[src/rtl/rsvd_pkg.sv]
package rsvd_pkg;
  typedef logic [1:0] sym_t;

  // Gray code to amplitude level
  function automatic logic signed [2:0] sym_lvl(sym_t c);
    case (c)
      2'b00:   return -3'sd3;
      2'b01:   return -3'sd1;
      2'b11:   return  3'sd1;
      default: return  3'sd3;
    endcase
  endfunction

  // Member m of subset j: subset 0 = {-3,+1}, subset 1 = {-1,+3}; m=0 is the lower level
  function automatic sym_t subset_sym(logic j, logic m);
    case ({j, m})
      2'b00:   return 2'b00;
      2'b01:   return 2'b11;
      2'b10:   return 2'b01;
      default: return 2'b10;
    endcase
  endfunction
endpackage

[src/rtl/rsvd_smpbuf.sv]
module rsvd_smpbuf #(
  parameter int W  = 8,
  parameter int AW = 5
) (
  input  logic          clk,
  input  logic          we,
  input  logic [AW-1:0] waddr,
  input  logic [W-1:0]  wdata,
  input  logic          re,
  input  logic [AW-1:0] raddr,
  output logic [W-1:0]  rdata
);
  localparam int DEPTH = 1 << AW;

  logic [W-1:0] mem [DEPTH];

  always_ff @(posedge clk) begin
    if (we) mem[waddr] <= wdata;
    if (re) rdata <= mem[raddr];
  end
endmodule

[src/rtl/rsvd_acs.sv]
module rsvd_acs import rsvd_pkg::*; #(
  parameter int SW = 8,
  parameter int TW = 6,
  parameter int MW = 26
) (
  input  logic signed [SW-1:0] smp,
  input  logic signed [TW-1:0] h0,
  input  logic signed [TW-1:0] h1,
  input  logic signed [TW-1:0] h2,
  input  logic [1:0][MW-1:0]   pm,
  input  logic [1:0][2:0]      fb1,
  input  logic [1:0][2:0]      fb2,
  output logic [1:0][MW-1:0]   pm_nxt,
  output sym_t [1:0]           sym,
  output logic [1:0]           pred
);
  localparam int EW  = ((SW > TW + 5) ? SW : TW + 5) + 1;
  localparam int QW  = 2 * EW;
  localparam int MW1 = MW + 1;

  function automatic logic signed [EW-1:0] mulv(logic signed [TW-1:0] h, logic signed [2:0] a);
    return EW'(h) * EW'(a);
  endfunction

  logic signed [1:0][EW-1:0] isi;
  logic signed [EW-1:0]      e0, e1;
  logic [QW-1:0]             q0, q1;
  logic [1:0][1:0][QW-1:0]   bm;     // [pred state][next state]
  sym_t [1:0][1:0]           bsym;
  logic [MW1-1:0]            acc0, acc1, mn;
  logic [1:0][MW1-1:0]       win, dif;

  always_comb begin
    // Per-survivor ISI cancellation, then the best member of each subset
    for (int s = 0; s < 2; s++) begin
      isi[s] = mulv(h1, $signed(fb1[s])) + mulv(h2, $signed(fb2[s]));
      for (int j = 0; j < 2; j++) begin
        e0 = EW'(smp) - isi[s] - mulv(h0, sym_lvl(subset_sym(j[0], 1'b0)));
        e1 = EW'(smp) - isi[s] - mulv(h0, sym_lvl(subset_sym(j[0], 1'b1)));
        q0 = QW'(e0) * QW'(e0);
        q1 = QW'(e1) * QW'(e1);
        if (q1 < q0) begin
          bm[s][j]   = q1;
          bsym[s][j] = subset_sym(j[0], 1'b1);
        end else begin
          bm[s][j]   = q0;
          bsym[s][j] = subset_sym(j[0], 1'b0);
        end
      end
    end
    // Add-compare-select, ties to substate 0
    for (int j = 0; j < 2; j++) begin
      acc0    = {1'b0, pm[0]} + MW1'(bm[0][j]);
      acc1    = {1'b0, pm[1]} + MW1'(bm[1][j]);
      pred[j] = (acc1 < acc0);
      win[j]  = pred[j] ? acc1 : acc0;
      sym[j]  = bsym[pred[j]][j];
    end
    // Renormalise and saturate
    mn = (win[1] < win[0]) ? win[1] : win[0];
    for (int j = 0; j < 2; j++) begin
      dif[j]    = win[j] - mn;
      pm_nxt[j] = dif[j][MW] ? '1 : dif[j][MW-1:0];
    end
  end
endmodule

[src/rtl/rsvd_surv.sv]
module rsvd_surv import rsvd_pkg::*; #(
  parameter int BLK = 8
) (
  input  logic                    clk,
  input  logic                    rst,
  input  logic                    init,
  input  logic                    step,
  input  sym_t [1:0]              sym,
  input  logic [1:0]              pred,
  output logic [1:0][2:0]         fb1,
  output logic [1:0][2:0]         fb2,
  output logic [1:0][2*BLK-1:0]   path_nxt
);
  logic [1:0][2*BLK-1:0] path;

  always_comb begin
    for (int j = 0; j < 2; j++)
      path_nxt[j] = {sym[j], path[pred[j]][2*BLK-1:2]};
  end

  always_ff @(posedge clk) begin
    if (rst || init) begin
      path <= '0;
      fb1  <= '0;
      fb2  <= '0;
    end else if (step) begin
      for (int j = 0; j < 2; j++) begin
        path[j] <= path_nxt[j];
        fb1[j]  <= sym_lvl(sym[j]);
        fb2[j]  <= fb1[pred[j]];
      end
    end
  end
endmodule

[src/rtl/rsvd_viterbi_det.sv]
module rsvd_viterbi_det import rsvd_pkg::*; #(
  parameter int SW       = 8,
  parameter int TW       = 6,
  parameter int BLK      = 8,
  parameter int MAX_SYNC = 24,
  localparam int LW      = $clog2(MAX_SYNC + 1)
) (
  input  logic                 clk,
  input  logic                 rst,
  input  logic                 smp_valid,
  input  logic signed [SW-1:0] smp_data,
  output logic                 smp_ready,
  input  logic signed [TW-1:0] tap_h0,
  input  logic signed [TW-1:0] tap_h1,
  input  logic signed [TW-1:0] tap_h2,
  input  logic [LW-1:0]        sync_len,
  output logic                 dec_valid,
  output logic [2*BLK-1:0]     dec_syms
);
  localparam int AW = $clog2(MAX_SYNC + BLK);
  localparam int NW = $clog2(MAX_SYNC + BLK + 1);
  localparam int FW = (BLK > 1) ? $clog2(BLK) : 1;
  localparam int EW = ((SW > TW + 5) ? SW : TW + 5) + 1;
  localparam int MW = 2 * EW + 2;

  typedef enum logic {ST_FILL, ST_RUN} st_t;

  st_t                   state;
  logic [FW-1:0]         fcnt;
  logic [AW-1:0]         wr_ptr, rd_ptr;
  logic [LW-1:0]         hist, pre, hist_nxt;
  logic [NW-1:0]         nsteps, issue_cnt, step_cnt, n_blk;
  logic                  step_vld, rd_en, wr_en, last_in, best;
  logic [SW-1:0]         rd_data;
  logic [1:0][MW-1:0]    pm, pm_nxt;
  sym_t [1:0]            sym;
  logic [1:0]            pred;
  logic [1:0][2:0]       fb1, fb2;
  logic [1:0][2*BLK-1:0] path_nxt;

  assign smp_ready = (state == ST_FILL);
  assign wr_en     = smp_ready && smp_valid;
  assign last_in   = wr_en && (fcnt == FW'(BLK - 1));
  assign rd_en     = (state == ST_RUN) && (issue_cnt < nsteps);
  assign pre       = (sync_len < hist) ? sync_len : hist;
  assign n_blk     = NW'(pre) + NW'(BLK);
  assign hist_nxt  = (int'(hist) + BLK >= MAX_SYNC) ? LW'(MAX_SYNC) : LW'(int'(hist) + BLK);
  assign best      = (pm_nxt[1] < pm_nxt[0]);

  rsvd_smpbuf #(.W(SW), .AW(AW)) buf_i (
    .clk(clk), .we(wr_en), .waddr(wr_ptr), .wdata(smp_data),
    .re(rd_en), .raddr(rd_ptr), .rdata(rd_data)
  );

  rsvd_acs #(.SW(SW), .TW(TW), .MW(MW)) acs_i (
    .smp($signed(rd_data)), .h0(tap_h0), .h1(tap_h1), .h2(tap_h2),
    .pm(pm), .fb1(fb1), .fb2(fb2), .pm_nxt(pm_nxt), .sym(sym), .pred(pred)
  );

  rsvd_surv #(.BLK(BLK)) surv_i (
    .clk(clk), .rst(rst), .init(last_in), .step(step_vld),
    .sym(sym), .pred(pred), .fb1(fb1), .fb2(fb2), .path_nxt(path_nxt)
  );

  always_ff @(posedge clk) begin
    if (rst) begin
      state     <= ST_FILL;
      fcnt      <= '0;
      wr_ptr    <= '0;
      rd_ptr    <= '0;
      hist      <= '0;
      nsteps    <= '0;
      issue_cnt <= '0;
      step_cnt  <= '0;
      step_vld  <= 1'b0;
      pm        <= '0;
      dec_valid <= 1'b0;
      dec_syms  <= '0;
    end else begin
      dec_valid <= 1'b0;
      step_vld  <= rd_en;
      case (state)
        ST_FILL: begin
          if (wr_en) begin
            wr_ptr <= wr_ptr + AW'(1);
            fcnt   <= last_in ? '0 : fcnt + FW'(1);
            if (last_in) begin
              state     <= ST_RUN;
              nsteps    <= n_blk;
              rd_ptr    <= wr_ptr + AW'(1) - AW'(n_blk);
              issue_cnt <= '0;
              step_cnt  <= '0;
              pm        <= '0;
              hist      <= hist_nxt;
            end
          end
        end
        default: begin
          if (rd_en) begin
            rd_ptr    <= rd_ptr + AW'(1);
            issue_cnt <= issue_cnt + NW'(1);
          end
          if (step_vld) begin
            pm       <= pm_nxt;
            step_cnt <= step_cnt + NW'(1);
            if (step_cnt == nsteps - NW'(1)) begin
              dec_valid <= 1'b1;
              dec_syms  <= path_nxt[best];
              state     <= ST_FILL;
            end
          end
        end
      endcase
    end
  end
endmodule

[config.mk]
export PLATFORM = sky130hd
export DESIGN_NAME = rsvd_viterbi_det
export DESIGN_NICKNAME = d
export VERILOG_FILES = /design/src/rtl/rsvd_pkg.sv /design/src/rtl/rsvd_smpbuf.sv /design/src/rtl/rsvd_acs.sv /design/src/rtl/rsvd_surv.sv /design/src/rtl/rsvd_viterbi_det.sv
export SDC_FILE = /design/constraint.sdc
export NUM_CORES = 2
export LEC_CHECK = 0
export ABC_AREA = 1
export BUFFER_PORTS_ARGS = -buffer_cell sky130_fd_sc_hd__buf_2
export CORE_ASPECT_RATIO = 0.8
export CORE_MARGIN = 2
export CORE_UTILIZATION = 40
export DETAILED_ROUTE_END_ITERATION = 7
export PLACE_DENSITY = 0.58
export SYNTH_ARGS = -nofsm -noshare
export SYNTH_HDL_FRONTEND = slang
export SYNTH_SLANG_ARGS = --single-unit
[constraint.sdc]
create_clock -name clk -period 60.1 [get_ports clk]
set_clock_uncertainty 0.2 [all_clocks]
set_input_delay 12.02 -clock clk [delete_from_list [all_inputs] [get_ports clk]]
set_output_delay 12.02 -clock clk [all_outputs]
set_load 0.02 [all_outputs]
[After elaboration in Yosys (flattened, before gate mapping)]
Memories as Yosys holds them, arrays and structs flattened. A register that Yosys moved wholly into a read port is not among the register bits.
Index checks and enable logic that the tools add are counted.
Cells by class
  $add $sub $neg: 28
  $mul: 14
  divide/modulo/power cells: 0
  $lt $le $gt $ge: 14
  equality and inequality tests: 8
  shift-type cells: 0
  multiplexer cells: 54
  bitwise operators: 2
  reduce and logical (&&, ||, !) cells: 14
Operator list (count)
  52-bit two-way mux: 4
  12-bit by 12-bit multiplier with 24-bit output: 8
  12-bit subtractor: 10
  26-bit by 24-bit adder with 27-bit output: 4
  24-bit less-than comparator: 4
  16-bit two-way mux: 6
  24-bit two-way mux: 4
  27-bit less-than comparator: 3
  27-bit two-way mux: 3
  27-bit subtractor: 2
  26-bit two-way mux: 2
  6-bit by 3-bit multiplier with 9-bit output: 4
  6-bit two-way mux: 6
  32-bit by 6-bit >= comparator with 1-bit output, second input constant: 1
  5-bit two-way mux: 6
  26-bit less-than comparator: 1
  12-bit adder: 2
  6-bit by 3-bit multiplier with 9-bit output, second input constant: 2
  3-bit case mux with 3 select lines: 2
  3-bit two-way mux: 5
  5-bit by 4-bit adder with 6-bit output, second input constant: 2
  6-bit by 1-bit adder with 6-bit output, second input constant: 2
  2-bit two-way mux: 6
  6-bit negator with 12-bit output: 1
  other kinds (22): 44
Storage, ports and cells
  flip-flop bits (word level): 151
  bits in latches: 0
  memory bits (writable): 256
  ROM bits: 0
  bits of input ports: 34
  output and inout port bits: 18
  word-level logic and storage cells: 154
  memories kept: 1
Memory list
  buf_i.mem: words 32, width 8, rd ports 1, clocked after Yosys merged registers in 1, write ports 1, RTL line rsvd_smpbuf.sv:15  | logic [W-1:0] mem [DEPTH];

[Logic depth before layout (Yosys ltp)]
  word-level depth: 17
  mapped depth: 148
  mapped depth without buffers: 140

[By module]
A second synthesis with hierarchy kept.
Unflattened totals
  cells, all modules: 9826
  area total of the unflattened synthesis: 77103.9 µm²
Modules (own cells, without submodules)
  rsvd_acs: instances 1, cells each 7767, area an instance 58556.2 µm², seq. area each 0.0 µm²
  rsvd_smpbuf: instances 1, cells each 922, area an instance 10866.7 µm², seq. area each 7927.6 µm²
  rsvd_viterbi_det: instances 1, cells each 801, area an instance 5634.2 µm², seq. area each 2082.0 µm²
  rsvd_surv: instances 1, cells each 336, area an instance 2047.0 µm², seq. area each 780.7 µm²

[Least setup slack after synthesis]
Ideal clock, no wire load.
  path kind: input to register
  start: in tap_h2[0]
  end: reg dec_syms[0]
  setup time: 132 ps
  data arrival time: 32844 ps
  data required time: 59768 ps
  slack: 26924 ps
  stages: 139
  buffers on the path: 8
  cells stage by stage: inv_1 > nand2_1 > fa_1 > inv_1 > fa_1 > ha_1 > fa_1 > xor2_1 > fa_1 > inv_1 > ha_1 > inv_1 > o21bai_1 > a21oi_1 > o21bai_1 > xor2_1 > inv_1 > ha_1 > (+103 left out) > nand2_2 > nand2_1 > nand2_1 > nand2_1 > inv_1 > clkbuf_1 > nand3_1 > inv_1 > ha_1 > a21oi_1 > nor2_1 > a211oi_1 > o221ai_1 > a21oi_2 > clkbuf_1 > nand3_1 > nand3_1 > a21oi_1
On the way
  longest elaborated chain between the ends: 17
  elaborated cells on any way between the ends: 51
  classes of those cells: 18 x add/sub; 10 x mul; 8 x order compare; 15 x mux
RTL lines
  start: declaration: RTL line rsvd_viterbi_det.sv:15  | input logic signed [TW-1:0] tap_h2,
  6-bit by 3-bit multiplier with 9-bit output: RTL line rsvd_acs.sv:22  | return EW'(h) * EW'(a);
  12-bit adder: RTL line rsvd_acs.sv:36  | isi[s] = mulv(h1, $signed(fb1[s])) + mulv(h2, $signed(fb2[s]));
  12-bit subtractor: RTL line rsvd_acs.sv:38, rsvd_acs.sv:39
  12-bit subtractor (on tied branches): RTL line rsvd_acs.sv:39, rsvd_acs.sv:38
  12-bit by 12-bit multiplier with 24-bit output (on tied branches): RTL line rsvd_acs.sv:41, rsvd_acs.sv:40
  24-bit less-than comparator: RTL line rsvd_acs.sv:42  | if (q1 < q0) begin
  24-bit two-way mux: RTL line rsvd_acs.sv:42
  26-bit by 24-bit adder with 27-bit output (on tied branches): RTL line rsvd_acs.sv:54, rsvd_acs.sv:53
  27-bit less-than comparator: RTL line rsvd_acs.sv:55  | pred[j] = (acc1 < acc0);
  27-bit two-way mux: RTL line rsvd_acs.sv:56  | win[j] = pred[j] ? acc1 : acc0;
  27-bit less-than comparator: RTL line rsvd_acs.sv:60  | mn = (win[1] < win[0]) ? win[1] : win[0];
  27-bit two-way mux: RTL line rsvd_acs.sv:60
  27-bit subtractor: RTL line rsvd_acs.sv:62  | dif[j] = win[j] - mn;
  26-bit two-way mux: RTL line rsvd_acs.sv:63  | pm_nxt[j] = dif[j][MW] ? '1 : dif[j][MW-1:0];
  26-bit less-than comparator: RTL line rsvd_viterbi_det.sv:48  | assign best = (pm_nxt[1] < pm_nxt[0]);
  16-bit two-way mux (implied by the code) (*) (2 in series): RTL line rsvd_viterbi_det.sv:108  | dec_syms <= path_nxt[best];
  end signal: assignment: RTL line rsvd_viterbi_det.sv:108
  end: declaration: RTL line rsvd_viterbi_det.sv:18  | output logic [2*BLK-1:0] dec_syms
Every way passes the cells marked *; elsewhere a longest branch is shown, timed or not. The select of a mux whose other input is x is not followed.
A chain may end at the register's enable or synchronous reset.

[Worst setup path after layout]
  start: in tap_h1[0]
  end: reg dec_syms[15]
On the way
  longest elaborated chain between the ends: 17
  elaborated cells on any way between the ends: 55
  classes of those cells: 18 x add/sub; 10 x mul; 8 x order compare; 19 x mux
RTL lines
  start: declaration: RTL line rsvd_viterbi_det.sv:14  | input logic signed [TW-1:0] tap_h1,
  6-bit by 3-bit multiplier with 9-bit output: RTL line rsvd_acs.sv:22
  12-bit adder: RTL line rsvd_acs.sv:36
  12-bit subtractor: RTL line rsvd_acs.sv:38, rsvd_acs.sv:39
  12-bit subtractor (on tied branches): RTL line rsvd_acs.sv:39, rsvd_acs.sv:38
  12-bit by 12-bit multiplier with 24-bit output (on tied branches): RTL line rsvd_acs.sv:41, rsvd_acs.sv:40
  24-bit less-than comparator: RTL line rsvd_acs.sv:42
  24-bit two-way mux: RTL line rsvd_acs.sv:42
  26-bit by 24-bit adder with 27-bit output (on tied branches): RTL line rsvd_acs.sv:54, rsvd_acs.sv:53
  27-bit less-than comparator: RTL line rsvd_acs.sv:55
  27-bit two-way mux: RTL line rsvd_acs.sv:56
  27-bit less-than comparator: RTL line rsvd_acs.sv:60
  27-bit two-way mux: RTL line rsvd_acs.sv:60
  27-bit subtractor: RTL line rsvd_acs.sv:62
  26-bit two-way mux: RTL line rsvd_acs.sv:63
  26-bit less-than comparator: RTL line rsvd_viterbi_det.sv:48
  16-bit two-way mux (implied by the code) (*) (2 in series): RTL line rsvd_viterbi_det.sv:108
Marks and branches as above.

==> impl_metrics.py <==
metrics = {
    "outcome": {
        "status": "completed",
    },
    "synthesis": {
        "async_flop_share": 0,
        "ys_ff_latch": 404,
        "synth_xor_area_frac": 0.05162,
        "synth_cells": 8930,
        "syn-cell-area_um2": 73470,
        "synth_nets": 10960,
        "synth_top_family_by_area": "adder cells",
        "synth.distinct_cells": 65,
        "synth_simple_gate_area_frac": 0.1413,
        "avgSynthCellArea_um2": 8.228,
        "synth_compound_area_frac": 0.1034,
        "muxShareOfSynthArea": 0,
        "synth_edf_count": 264,
        "synth_flop_cell": "edfxtp_1",
        "synth_warnings": 0,
        "yosysSeqAreaShare": 0.1460,
        "synthAdderAreaFrac": 0.4446,
    },
    "place": {
        "place_congestion": 0.9934,
        "place.port_buffers": 51,
        "dp_hpwl_um": 176100,
    },
    "worst_setup_path": {
        "path_class": "in2reg",
        "cp.required_ns": 60.40,
        "arrival_ns": 39.49,
        "cp_num_buf_inv": 22,
        "r2r_slack_ns": 31.94,
        "endpoint_kind": "flip-flop",
        "crit-reg2reg-capture": "dec_syms[15]",
        "crit_family": "adder cells",
        "slowest_delay_ns": 0.86,
        "slowest_stage": "inv_1",
        "rr_startpoint": "surv_i.fb1[5]",
        "cp-start-kind": "input pin",
        "worst-path-max-fanout": 53,
        "reg2reg_depth": 127,
    },
    "global_routing": {
        "grt_antenna_before_repair": 13,
        "use_met3": 0.02142,
        "grt_remaining_overflow": 0,
        "grt_use_met2": 0.3428,
        "grt_pass1_wl_um": 328900,
        "track_usage": 0.2214,
        "grt_busiest_layer": "met2",
        "grt_pass1_vias": 57700,
        "use_met1": 0.3371,
        "grt_max_degree": 93,
    },
    "clocking": {
        "cts_sinks": 404,
        "cts_tree": "done",
        "cts_max_level": 2,
        "clk_latency_ns": 0.59,
        "cts_buffers": 37,
        "hold_buffers": 0,
        "clk_pin_slew_worst_paths_ns": 0.07,
        "post-cts-setup-buffer-count": 0,
        "cts_resized": 0,
        "cts_root_buffer": "clkbuf_16",
        "clock_path_buffers": 3,
    },
    "cells_and_area": {
        "drive_gt1_frac": 0.03242,
        "antennaDiodeCount": 0,
        "postLayoutCoreUtil": 0.4253,
        "num-nets-final": 10890,
        "area_growth_pct": 5.553,
    },
    "floorplanning": {
        "die-area_um2": 187200,
        "die_h_um": 387.3,
        "num_rows": 140,
        "core-area_um2": 182400,
        "fp.dieW_um": 483.2,
        "io_pins": 52,
        "initial_core_util": 0.4029,
    },
    "timing": {
        "rsz0062_at_grt": "no",
        "slew_violations": 0,
        "setup_tns_ns": 0,
        "max_freq_ghz": 0.02551,
        "worst_slew_pin_slew_ns": 1.300,
        "finalCritPeriodShare": 0.6521,
        "slew_headroom": 0.1243,
        "hold_viol": 0,
        "layout_min_cycle_time_ns": 39.19,
        "setup_viol": 0,
    },
    "drt": {
        "viasPerCell": 5.122,
        "drtIter0Drc": 4154,
        "drc": 0,
        "antenna_left": 0,
        "wl_um": 207600,
        "dr.pass1.iters": 6,
        "num_vias": 57860,
        "wire_per_inst_um": 18.37,
    },
    "hold_path": {
        "whs_path_depth": 2,
        "hold-path-endpoint": "dec_syms[0]",
        "hold_class": "reg2reg",
        "min-delay-start": "dec_syms[0]",
    },
    "flow_run": {
        "maxCapViolations": 0,
    },
}
## worst max path at each step
stage                          from      endpoint  slack [ns]  cells after the start
after floorplan           tap_h2[0]   dec_syms[0]       26.92                    139
after global placement    tap_h1[0]  dec_syms[14]       21.25                    127
after detailed placement  tap_h1[0]  dec_syms[15]       20.69                    127
after CTS                 tap_h1[0]  dec_syms[15]       21.28                    127
after global routing      tap_h1[0]  dec_syms[15]       18.75                    127
final                     tap_h1[0]  dec_syms[15]       20.91                    127
## Yosys cell counts, types with 69 or more instances
master       n  area (µm²)
a21oi_1    553        2768
clkbuf_1   189       709.4
dfxtp_1    140        2803
edfxtp_1   264        7928
fa_1      1031       20640
ha_1       961       12020
inv_1     1971        7398
nand2_1   1227        4606
nand3_1    231        1156
nor2_1     892        3348
o21ai_0    459        2297
o21bai_1    69       518.0
xnor2_1    159        1393
xor2_1     274        2400
## layout by cell type (no fill, tap or decap), types with 30 or more instances in the layout
master,instances
a21oi_1,553
fa_1,1031
o211ai_1,41
nor2_1,892
a21o_1,36
inv_1,1970
dfxtp_1,137
ha_1,960
buf_4,42
nand4_1,34
nor3_1,30
o22ai_1,48
o21ai_0,459
edfxtp_1,264
nand2_1,1227
buf_2,51
xnor2_1,158
xor2_1,272
or2_2,56
nand3_1,231
clkbuf_16,39
o21bai_1,69
## stage by stage
| step | area [µm²] | instances | setup slack (ns) | hold slack [ns] |
|---|---|---|---|---|
| finish | 77550 | 11300 | 20.91 | 0.2694 |
| global route | 77550 | 11300 | 18.75 | 0.2826 |
| CTS | 77550 | 11300 | 21.28 | 0.2695 |
| detailed placement | 76320 | 11230 | 20.69 | 0.2580 |
| global placement | 76320 | 11230 | 21.25 | 0.2546 |
| floorplan | 73470 | 8930 | 26.92 | 0.2453 |
## state kept, by name (all words and copies together), names as in the netlist
register	cells
step_cnt	6
pm	52
wr_ptr	5
state	1
buf_i.mem	256
fcnt	3
surv_i.fb1	4
dec_syms	16
rd_ptr	5
step_vld	1
surv_i.path	27
hist	2
issue_cnt	6
surv_i.fb2	5
dec_valid	1
buf_i.rdata	8
nsteps	6
## area by class of cell
cell class	instances	area (µm²)
multi-input combinational	6320	54470
tap	2414	3020
clock buffer	48	1050
sequential	404	10740
inverter	2003	7525
timing repair buffer	93	570.5
clock inverter	15	185.2
fill	18220	104800
## cells by family (layout without fill, tap and decap cells)
group,after synthesis,count (layout)
and+or+nand+nor,2542,2542
buffers and inverters,2206,2159
adders and majority gates,1992,1992
AOI/OAI and AO/OA,1353,1353
xor gates and xnor gates,433,433
DFF,404,404
## per-layer routing
layer	up-vias	wire, µm	share of wire
li1	27770	-	-
met5	-	0	0
met2	1500	91020	0.44
met3	201	11910	0.057
met4	0	4149	0.020
met1	28390	100500	0.48
## tightest hold or removal path, delay by kind of cell (launching register included)
kind             cells  cell delay [ns]
AO/OA/AOI/OAI        1             0.06
flip-flops           1             0.31
AND/OR/NAND/NOR      1             0.06
Power is left out: the tool's default activity adds up to more than one toggle a clock period on the data nets, which glitch-free logic cannot reach.
